## src/rtl/dmem_bank_pkg.sv

```systemverilog
package dmem_bank_pkg;
  localparam int unsigned ADDR_W = 8;
  localparam int unsigned DATA_W = 8;
  localparam int unsigned IDX_W  = 5;
  localparam logic [ADDR_W-1:0] BANK_REG_ADDR = 8'h04;
  localparam logic [ADDR_W-1:0] WIN_FIRST     = 8'h40;
  localparam logic [ADDR_W-1:0] WIN_LAST      = 8'h52;
  localparam logic [DATA_W-1:0] DISP_BANK     = 8'h01;

  typedef enum logic [1:0] {
    TGT_GP   = 2'd0,
    TGT_DISP = 2'd1,
    TGT_BANK = 2'd2
  } tgt_e;
endpackage

```

## src/rtl/dmem_route.sv

```systemverilog
module dmem_route
  import dmem_bank_pkg::*;
#(
  parameter int unsigned AW = ADDR_W,
  parameter int unsigned DW = DATA_W,
  parameter int unsigned IW = IDX_W,
  parameter logic [AW-1:0] BANK_ADDR = BANK_REG_ADDR,
  parameter logic [AW-1:0] WIN_LO = WIN_FIRST,
  parameter logic [AW-1:0] WIN_HI = WIN_LAST,
  parameter logic [DW-1:0] SEL_BANK = DISP_BANK
) (
  input  logic          en_i,
  input  logic          we_i,
  input  logic          ind2_i,
  input  logic [AW-1:0] addr_i,
  input  logic [DW-1:0] bank_i,
  output tgt_e          tgt_o,
  output logic [IW-1:0] disp_idx_o,
  output logic          gp_we_o,
  output logic          disp_we_o,
  output logic          bank_we_o
);
  logic          in_win;
  logic [AW-1:0] offs;

  always_comb begin
    in_win = (addr_i >= WIN_LO) && (addr_i <= WIN_HI);
    offs   = addr_i - WIN_LO;
    disp_idx_o = offs[IW-1:0];
    if (addr_i == BANK_ADDR)
      tgt_o = TGT_BANK;
    else if (in_win && ind2_i && (bank_i == SEL_BANK))
      tgt_o = TGT_DISP;
    else
      tgt_o = TGT_GP;
    gp_we_o   = en_i && we_i && (tgt_o == TGT_GP);
    disp_we_o = en_i && we_i && (tgt_o == TGT_DISP);
    bank_we_o = en_i && we_i && (tgt_o == TGT_BANK);
  end
endmodule

```

## src/rtl/dmem_gp_ram.sv

```systemverilog
module dmem_gp_ram
  import dmem_bank_pkg::*;
#(
  parameter int unsigned AW = ADDR_W,
  parameter int unsigned DW = DATA_W
) (
  input  logic          clk,
  input  logic          we_i,
  input  logic [AW-1:0] addr_i,
  input  logic [DW-1:0] wdata_i,
  output logic [DW-1:0] rdata_o
);
  localparam int unsigned WORDS = 1 << AW;

  logic [DW-1:0] mem [WORDS];

  always_ff @(posedge clk) begin
    if (we_i) mem[addr_i] <= wdata_i;
  end

  assign rdata_o = mem[addr_i];
endmodule

```

## src/rtl/dmem_disp_mem.sv

```systemverilog
module dmem_disp_mem
  import dmem_bank_pkg::*;
#(
  parameter int unsigned DEPTH = 19,
  parameter int unsigned DW = DATA_W,
  parameter int unsigned IW = IDX_W
) (
  input  logic          clk,
  input  logic          rst_n,
  input  logic          we_i,
  input  logic [IW-1:0] widx_i,
  input  logic [DW-1:0] wdata_i,
  output logic [DW-1:0] cpu_rdata_o,
  input  logic [IW-1:0] scan_idx_i,
  output logic [DW-1:0] scan_data_o
);
  logic [DW-1:0] row [DEPTH];

  for (genvar g = 0; g < DEPTH; g++) begin : g_row
    logic hit;
    assign hit = we_i && (widx_i == IW'(g));
    always_ff @(posedge clk) begin
      if (hit) row[g] <= wdata_i;
    end
  end

  always_comb begin
    cpu_rdata_o = '0;
    scan_data_o = '0;
    for (int i = 0; i < DEPTH; i++) begin
      if (widx_i == IW'(i))     cpu_rdata_o = row[i];
      if (scan_idx_i == IW'(i)) scan_data_o = row[i];
    end
  end


  idx_in_range_chk: assert property (@(posedge clk) disable iff (!rst_n)
    we_i |-> (int'(widx_i) < DEPTH));


  scan_sees_write_chk: assert property (@(posedge clk) disable iff (!rst_n)
    we_i |=> (scan_idx_i != $past(widx_i)) || (scan_data_o == $past(wdata_i)));
endmodule

```

## src/rtl/dmem_bank_top.sv

```systemverilog
module dmem_bank_top
  import dmem_bank_pkg::*;
#(
  parameter int unsigned AW = ADDR_W,
  parameter int unsigned DW = DATA_W,
  parameter int unsigned IW = IDX_W,
  parameter logic [AW-1:0] BANK_ADDR = BANK_REG_ADDR,
  parameter logic [AW-1:0] WIN_LO = WIN_FIRST,
  parameter logic [AW-1:0] WIN_HI = WIN_LAST,
  parameter logic [DW-1:0] SEL_BANK = DISP_BANK
) (
  input  logic          clk,
  input  logic          rst_n,
  input  logic          cpu_en,
  input  logic          cpu_we,
  input  logic          cpu_ind2,
  input  logic [AW-1:0] cpu_addr,
  input  logic [DW-1:0] cpu_wdata,
  output logic [DW-1:0] cpu_rdata,
  input  logic [IW-1:0] scan_idx,
  output logic [DW-1:0] scan_data
);
  localparam int unsigned DEPTH = int'(WIN_HI) - int'(WIN_LO) + 1;

  logic rst_meta, rst_sync;
  always_ff @(posedge clk or negedge rst_n) begin
    if (!rst_n) begin
      rst_meta <= 1'b0;
      rst_sync <= 1'b0;
    end else begin
      rst_meta <= 1'b1;
      rst_sync <= rst_meta;
    end
  end

  logic [DW-1:0] bank_q, bank_d;
  logic [DW-1:0] rdata_q, rdata_d;
  tgt_e          tgt;
  logic [IW-1:0] disp_idx;
  logic          gp_we, disp_we, bank_we;
  logic [DW-1:0] gp_rd, disp_rd;
  logic          rd_en;

  dmem_route #(
    .AW(AW), .DW(DW), .IW(IW), .BANK_ADDR(BANK_ADDR),
    .WIN_LO(WIN_LO), .WIN_HI(WIN_HI), .SEL_BANK(SEL_BANK)
  ) u_route (
    .en_i(cpu_en), .we_i(cpu_we), .ind2_i(cpu_ind2), .addr_i(cpu_addr),
    .bank_i(bank_q), .tgt_o(tgt), .disp_idx_o(disp_idx),
    .gp_we_o(gp_we), .disp_we_o(disp_we), .bank_we_o(bank_we)
  );

  dmem_gp_ram #(.AW(AW), .DW(DW)) u_gp (
    .clk(clk), .we_i(gp_we), .addr_i(cpu_addr), .wdata_i(cpu_wdata),
    .rdata_o(gp_rd)
  );

  dmem_disp_mem #(.DEPTH(DEPTH), .DW(DW), .IW(IW)) u_disp (
    .clk(clk), .rst_n(rst_sync), .we_i(disp_we), .widx_i(disp_idx),
    .wdata_i(cpu_wdata), .cpu_rdata_o(disp_rd),
    .scan_idx_i(scan_idx), .scan_data_o(scan_data)
  );

  assign rd_en = cpu_en && !cpu_we;

  always_comb begin
    bank_d  = bank_q;
    rdata_d = rdata_q;
    if (bank_we) bank_d = cpu_wdata;
    if (rd_en) begin
      unique case (tgt)
        TGT_BANK: rdata_d = bank_q;
        TGT_DISP: rdata_d = disp_rd;
        default:  rdata_d = gp_rd;
      endcase
    end
  end

  always_ff @(posedge clk or negedge rst_sync) begin
    if (!rst_sync) begin
      bank_q  <= '0;
      rdata_q <= '0;
    end else begin
      bank_q  <= bank_d;
      rdata_q <= rdata_d;
    end
  end

  assign cpu_rdata = rdata_q;


  bank_load_chk: assert property (@(posedge clk) disable iff (!rst_sync)
    bank_we |=> bank_q == $past(cpu_wdata));


  direct_no_disp_chk: assert property (@(posedge clk) disable iff (!rst_sync)
    (cpu_en && !cpu_ind2) |-> !disp_we);


  disp_needs_bank_chk: assert property (@(posedge clk) disable iff (!rst_sync)
    disp_we |-> (bank_q == SEL_BANK));


  rdata_hold_chk: assert property (@(posedge clk) disable iff (!rst_sync)
    !rd_en |=> $stable(cpu_rdata));


  disp_write_once_chk: assert property (@(posedge clk) disable iff (!rst_sync)
    $onehot0({gp_we, disp_we, bank_we}));
endmodule

```

## config.mk

```make
export PLATFORM = sky130hd
export DESIGN_NAME = dmem_bank_top
export DESIGN_NICKNAME = d
export VERILOG_FILES = /design/src/rtl/dmem_bank_pkg.sv /design/src/rtl/dmem_route.sv /design/src/rtl/dmem_gp_ram.sv /design/src/rtl/dmem_disp_mem.sv /design/src/rtl/dmem_bank_top.sv
export SDC_FILE = /design/constraint.sdc
export NUM_CORES = 2
export LEC_CHECK = 0
export BUFFER_PORTS_ARGS = -buffer_cell sky130_fd_sc_hd__buf_2
export CAP_MARGIN = 20
export CORE_MARGIN = 2
export CORE_UTILIZATION = 43
export CTS_CLUSTER_SIZE = 25
export DETAILED_ROUTE_END_ITERATION = 10
export GPL_ROUTABILITY_DRIVEN = 0
export GPL_TIMING_DRIVEN = 0
export PLACE_DENSITY = 0.55
export REMOVE_ABC_BUFFERS = 1
export SLEW_MARGIN = 40
export SYNTH_ARGS = -nofsm -noshare
export SYNTH_HDL_FRONTEND = slang
export SYNTH_SLANG_ARGS = --single-unit
```

## constraint.sdc

```tcl
create_clock -name clk -period 3.64 [get_ports clk]
set_clock_uncertainty 0.05 [all_clocks]
set_input_delay 0.728 -clock clk [delete_from_list [all_inputs] [get_ports clk]]
set_output_delay 0.728 -clock clk [all_outputs]
set_load 0.03 [all_outputs]
```

---- Word level (Yosys, flattened, before mapping) ----
Memory sizes are Yosys's and may differ from the RTL's.
Index checks and enable logic that the tools add are counted.
storage, ports and cells
  flip-flop bits (word level) ............. 18
  RAM bits ................................ 2200
  input port bits ......................... 26
  output and inout bits ................... 16
  word-level logic and storage cells ...... 233
  memories kept ........................... 2
memories
  name        words  bits a word  rd ports  clocked after memory_dff  wr ports  line                 source
  u_gp.mem    256    8            1         0                         1         dmem_gp_ram.sv:15    logic [DW-1:0] mem [WORDS];
  u_disp.row  19     8            19        0                         1         dmem_disp_mem.sv:17  logic [DW-1:0] row [DEPTH];
operators by class
  $add $sub $neg .......................... 1
  $lt $le $gt $ge ......................... 2
  equality and inequality tests ........... 40
  muxes and demuxes ....................... 135
  reductions and logical operators ........ 49
operator list
  kind                 number
  $mux 8               56
  $reduce_or 8->1      18
  $mux 5               18
  $eq 5x4->1 const B   16
  $mux 1               59
  $eq 5x3->1 const B   8
  $eq 5x5->1 const B   6
  $logic_and 1x1->1    27
  $eq 5x2->1 const B   4
  $pmux 8 s2           1
  $eq 5x1->1 const B   2
  $logic_not 5->1      2
  $eq 8x1->1 const B   1
  $eq 8x3->1 const B   1
  $ge 8x7->1 const B   1
  $le 8x7->1 const B   1
  $sub 5x1->5 const B  1
  $eq 2x1->1 const B   1
  $eq 2x2->1 const B   1
  $logic_not 2->1      1
  $mux 2               1
  $logic_not 1->1      1

---- Longest topological paths before layout ----
  depth in word-level cells ............... 30
  depth in mapped cells ................... 13
  gate-level depth less buffers ........... 7

---- Cells and area by module ----
A second synthesis with hierarchy kept.
second synthesis, totals
  cells, all modules ...................... 4375
  area, all modules ....................... 87690.4 sq um
by module, submodules not included
  module         times used  cells each  area each (sq um)
  dmem_gp_ram    1           3539        78332.6
  dmem_disp_mem  1           748         8280.4
  dmem_bank_top  1           70          928.4
  dmem_route     1           18          148.9

---- Least setup slack after synthesis ----
OpenSTA, ideal clock, no wires.
  kind .................................... input port to output port
  start point ............................. in scan_idx[2]
  end point ............................... out scan_data[7]
  arrival ................................. 2799 ps
  slack ................................... 63 ps
  cell stages on the path ................. 7
  cells stage by stage .................... clkbuf_1 -> nor4b_2 -> a21oi_1 -> o32a_1 -> o21ai_0 -> a221oi_1 -> o21ai_0
on the way
  longest elaborated chain between the ends .. 20
  elaborated cells on any way between the ends .. 38
  those cells by class .................... 18 x eq/ne; 19 x mux; 1 x reduce/logical
RTL lines
  element                line                 source
  start, declared        dmem_bank_top.sv:20  input logic [IW-1:0] scan_idx,
  $logic_not 5->1        dmem_disp_mem.sv:32  if (scan_idx_i == IW'(i)) scan_data_o = row[i];
  $mux 8 (18 in series)  dmem_disp_mem.sv:32
  $mux 8 *               dmem_disp_mem.sv:32
  end, declared          dmem_bank_top.sv:21  output logic [DW-1:0] scan_data
Every way passes the cells marked *; elsewhere a longest branch is shown, timed or not.

==> impl_metrics.py <==
metrics = {
    "yosys": {
        "synth_edf_count": 2200,
        "synth_top_cell_by_area": "edfxtp_1",
        "yosysSeqAreaShare": 0.751,
        "synth_ff_type": "edfxtp_1",
        "synth_cell_types": 88,
        "netlist_top_cells_area": "edfxtp_1 75%, mux4_2 12%, mux2i_1 1.6%",
        "syn_area_um2": 88600,
        "syn_area_per_cell_um2": 19.5,
        "synth_cells": 4549,
        "async_reset_ff_frac": 0.00812,
        "ys_seq_elements": 2218,
        "yosys_warnings": 0,
        "synthDominantCellAreaShare": 0.746,
    },
    "critical_path": {
        "endpoint_kind": "primary output",
        "crit_chain": "or3_4, a32o_2, o32ai_4, nand4_1, a21oi_2, o221ai_1, o21a_1, buf_6",
        "reg2reg_depth": 4,
        "path_class": "reg -> out",
        "slowest_stage": "edfxtp_1",
        "required_ns": 2.86,
        "cp_max_fo": 2,
        "cp.arrival_ns": 3.01,
        "critPathMaxStageDelay_ns": 0.39,
        "r2r_start": "bank_q[4]$_DFFE_PN0P_",
        "r2r_end": "u_disp.row[12][6]$_DFFE_PP_",
        "r2r_slack_ns": 0.32,
        "startpoint_type": "flip-flop",
    },
    "sta": {
        "worstMarginPinSlew_ns": 0.925,
        "setup_viol_count_final": 2,
        "hold_viol_final": 0,
        "tns_ns": -0.249,
        "fin_crit_sh": 1.04,
        "final.min_clock_period_ns": 3.79,
        "rsz0062_at_grt": "yes",
        "whs_ns": 0.117,
        "timing.fmax_mhz": 264,
        "max_slew_margin": 0.378,
        "final.setup.worst_slack_ns": -0.148,
        "slew_violations": 0,
    },
    "cts": {
        "clock_sinks": 2218,
        "clockBufferDepth": 3,
        "clock-root-buffer": "clkbuf_16",
        "cts_buffers": 224,
        "cts_max_level": 4,
        "cts_tree": "built",
        "clk_latency_ns": 0.88,
        "path_clk_slew_ns": 0.06,
    },
    "min_path": {
        "hold_class": "in -> async",
    },
    "power": {
        "p_int_mw": 41.5,
        "total_power_mw": 53.7,
        "leakage_nw": 32.2,
        "p_per_area_nw_per_um2": 515,
        "comb_power_share": 0.067,
        "p_clk_frac": 0.409,
        "p_sw_mw": 12.2,
        "p_seq_frac": 0.525,
        "peakVddDrop_mv": 0.483,
        "swShare": 0.228,
    },
    "placed_design": {
        "dp_hpwl_um": 171000,
        "io_buffers": 41,
    },
    "global_route": {
        "use_met3": 0.0561,
        "grt_use_met2": 0.411,
        "grt_max_degree": 94,
        "gr-usage-all-layers": 0.265,
        "gr-total-overflow": 0,
        "grt_busiest_layer": "met2",
        "antenna_found_initial": 5,
        "grt_use_met1": 0.368,
        "grt_pass1_wl_um": 387000,
        "grt_pass1_vias": 47800,
    },
    "detailed_routing": {
        "routed_wl_um": 282000,
        "drcViolationCount": 0,
        "antenna_left": 0,
        "drt-initial-drc-count": 6817,
        "drt-wirelength-per-cell_um": 37.0,
        "via_per_inst": 6.39,
        "firstDrtPassIters": 6,
        "vias": 48700,
    },
    "run_status": {
        "violations": "negative setup slack",
        "outcome": "finished with violations",
    },
    "final_layout": {
        "final_cell_mix": "2200 x edfxtp_1, 474 x mux4_2, 234 x clkbuf_16",
        "final_common_cell": "edfxtp_1",
        "syn_to_final_growth_pct": 17.8,
        "nNetsFinal": 4776,
        "fillerInstances": 16200,
        "layout-drive-gt1-share": 0.302,
    },
    "floorplanning": {
        "dieArea_um2": 210000,
        "num_rows": 166,
        "die_w_um": 458,
        "initial_core_util": 0.433,
        "pin_count": 42,
        "die_y_um": 458,
        "coreArea_um2": 205000,
    },
    "run": {
        "max_cap_viol_count": 0,
    },
}
## routing by layer
metal,vias to the layer above,routed length (um)
met3,560,24500
met4,2,12500
met5,-,12
met1,26200,113000
met2,2566,132000
li1,19400,-
## registers in the layout (all words and copies together) (netlist names)
signal	cells
rst_sync	1
rst_meta	1
bank_q	8
cpu_rdata	8
u_disp.row	152
u_gp.mem	2048
## kinds of logic after synthesis
kind of cell	Yosys count	share of synthesized area
flip-flops	2218	0.751
other	2	0.0000848
multiplexers	649	0.141
buffers and inverters	303	0.0196
XOR/XNOR	1	0.0000989
AND/OR/NAND/NOR	786	0.0414
AO/OA/AOI/OAI	590	0.0469
## power groups by stage
stage	Sequential [mW]	Clock, mW	Combinational (mW)
floorplan	28.7	0	1.12
global placement	28.8	0	3.71
detailed placement	28.7	0	3.24
CTS	28.2	22.2	3.47
global route	28.2	23.2	3.67
finish	28.2	22.0	3.57
## cell type report
cell class | instances | area [um^2] | share of cell area
Multi-Input combinational cell | 2035 | 23100 | 0.221
Clock inverter | 122 | 913 | 0.00875
Timing Repair Buffer | 252 | 4480 | 0.0429
Inverter | 19 | 90.1 | 0.000863
Antenna cell | 1 | 2.50 | 0.0000240
Clock buffer | 287 | 5930 | 0.0569
Sequential cell | 2218 | 66500 | 0.637
Tap cell | 2688 | 3360 | 0.0322
## per-stage QoR
stage	util	std cells	instance area (um^2)	worst slack, ns
final	0.510	7622	104000	-0.148
after global routing	0.510	7622	104000	-0.252
after CTS	0.508	7601	104000	-0.227
after detailed placement	0.460	7108	94000	-3.06
after global placement	0.442	7001	90500	-29.54
after floorplan	-	4272	86900	-1.11
## cells in the mapped netlist, types with 8 or more instances
cell / number
buf_1: 25
nor4_1: 10
clkbuf_1: 82
nand4_1: 16
a21oi_1: 104
a211oi_1: 23
dfrtp_1: 18
nor3b_1: 8
mux4_2: 474
nor2_1: 358
a221oi_1: 18
o221ai_1: 12
inv_1: 16
nand2b_1: 20
a32o_1: 9
a22o_1: 18
o2111ai_1: 9
nor2b_1: 26
o21ai_0: 62
a32oi_1: 17
or2_2: 8
mux2i_1: 139
buf_2: 101
nand2_1: 148
nand3b_1: 8
o22ai_1: 51
or3_1: 8
a31oi_1: 12
and3_1: 9
buf_6: 39
nand3_1: 77
nor3_1: 41
a22oi_1: 158
mux2_2: 36
edfxtp_1: 2200
o211ai_1: 14
buf_4: 33
## worst max-delay path: cells and delay by family (launching register included)
family / cells / cell delay [ns]
compound gates: 5 / 1.06
buf+inv: 1 / 0.16
simple gates: 2 / 0.53
flops: 1 / 0.39
## repair_timing
action	CTS	global route
endpoints found under the setup margin	2208	491
cloned	19	8
pin swaps	55	13
gates resized for setup	396	22
endpoints found under the hold margin	2	0
hold buffers	1	0
setup buffers	64	11
## worst max-delay path by stage
stage / from / end / slack [ns] / depth (start not counted)
5_1_grt: u_disp.row[4][1]$_DFFE_PP_ / scan_data[1] / -0.25 / 8
3_3_place_gp: cpu_addr[0] / cpu_rdata[4]$_DFFE_PN0P_ / -29.54 / 7
4_1_cts: u_disp.row[4][1]$_DFFE_PP_ / scan_data[1] / -0.23 / 8
6_report: u_disp.row[4][1]$_DFFE_PP_ / scan_data[1] / -0.15 / 8
2_1_floorplan: cpu_addr[3] / u_disp.row[13][0]$_DFFE_PP_ / -1.11 / 5
3_5_place_dp: cpu_addr[1] / u_gp.mem[134][3]$_DFFE_PP_ / -3.06 / 13
Note: power is estimated with default switching activity, not from simulation.
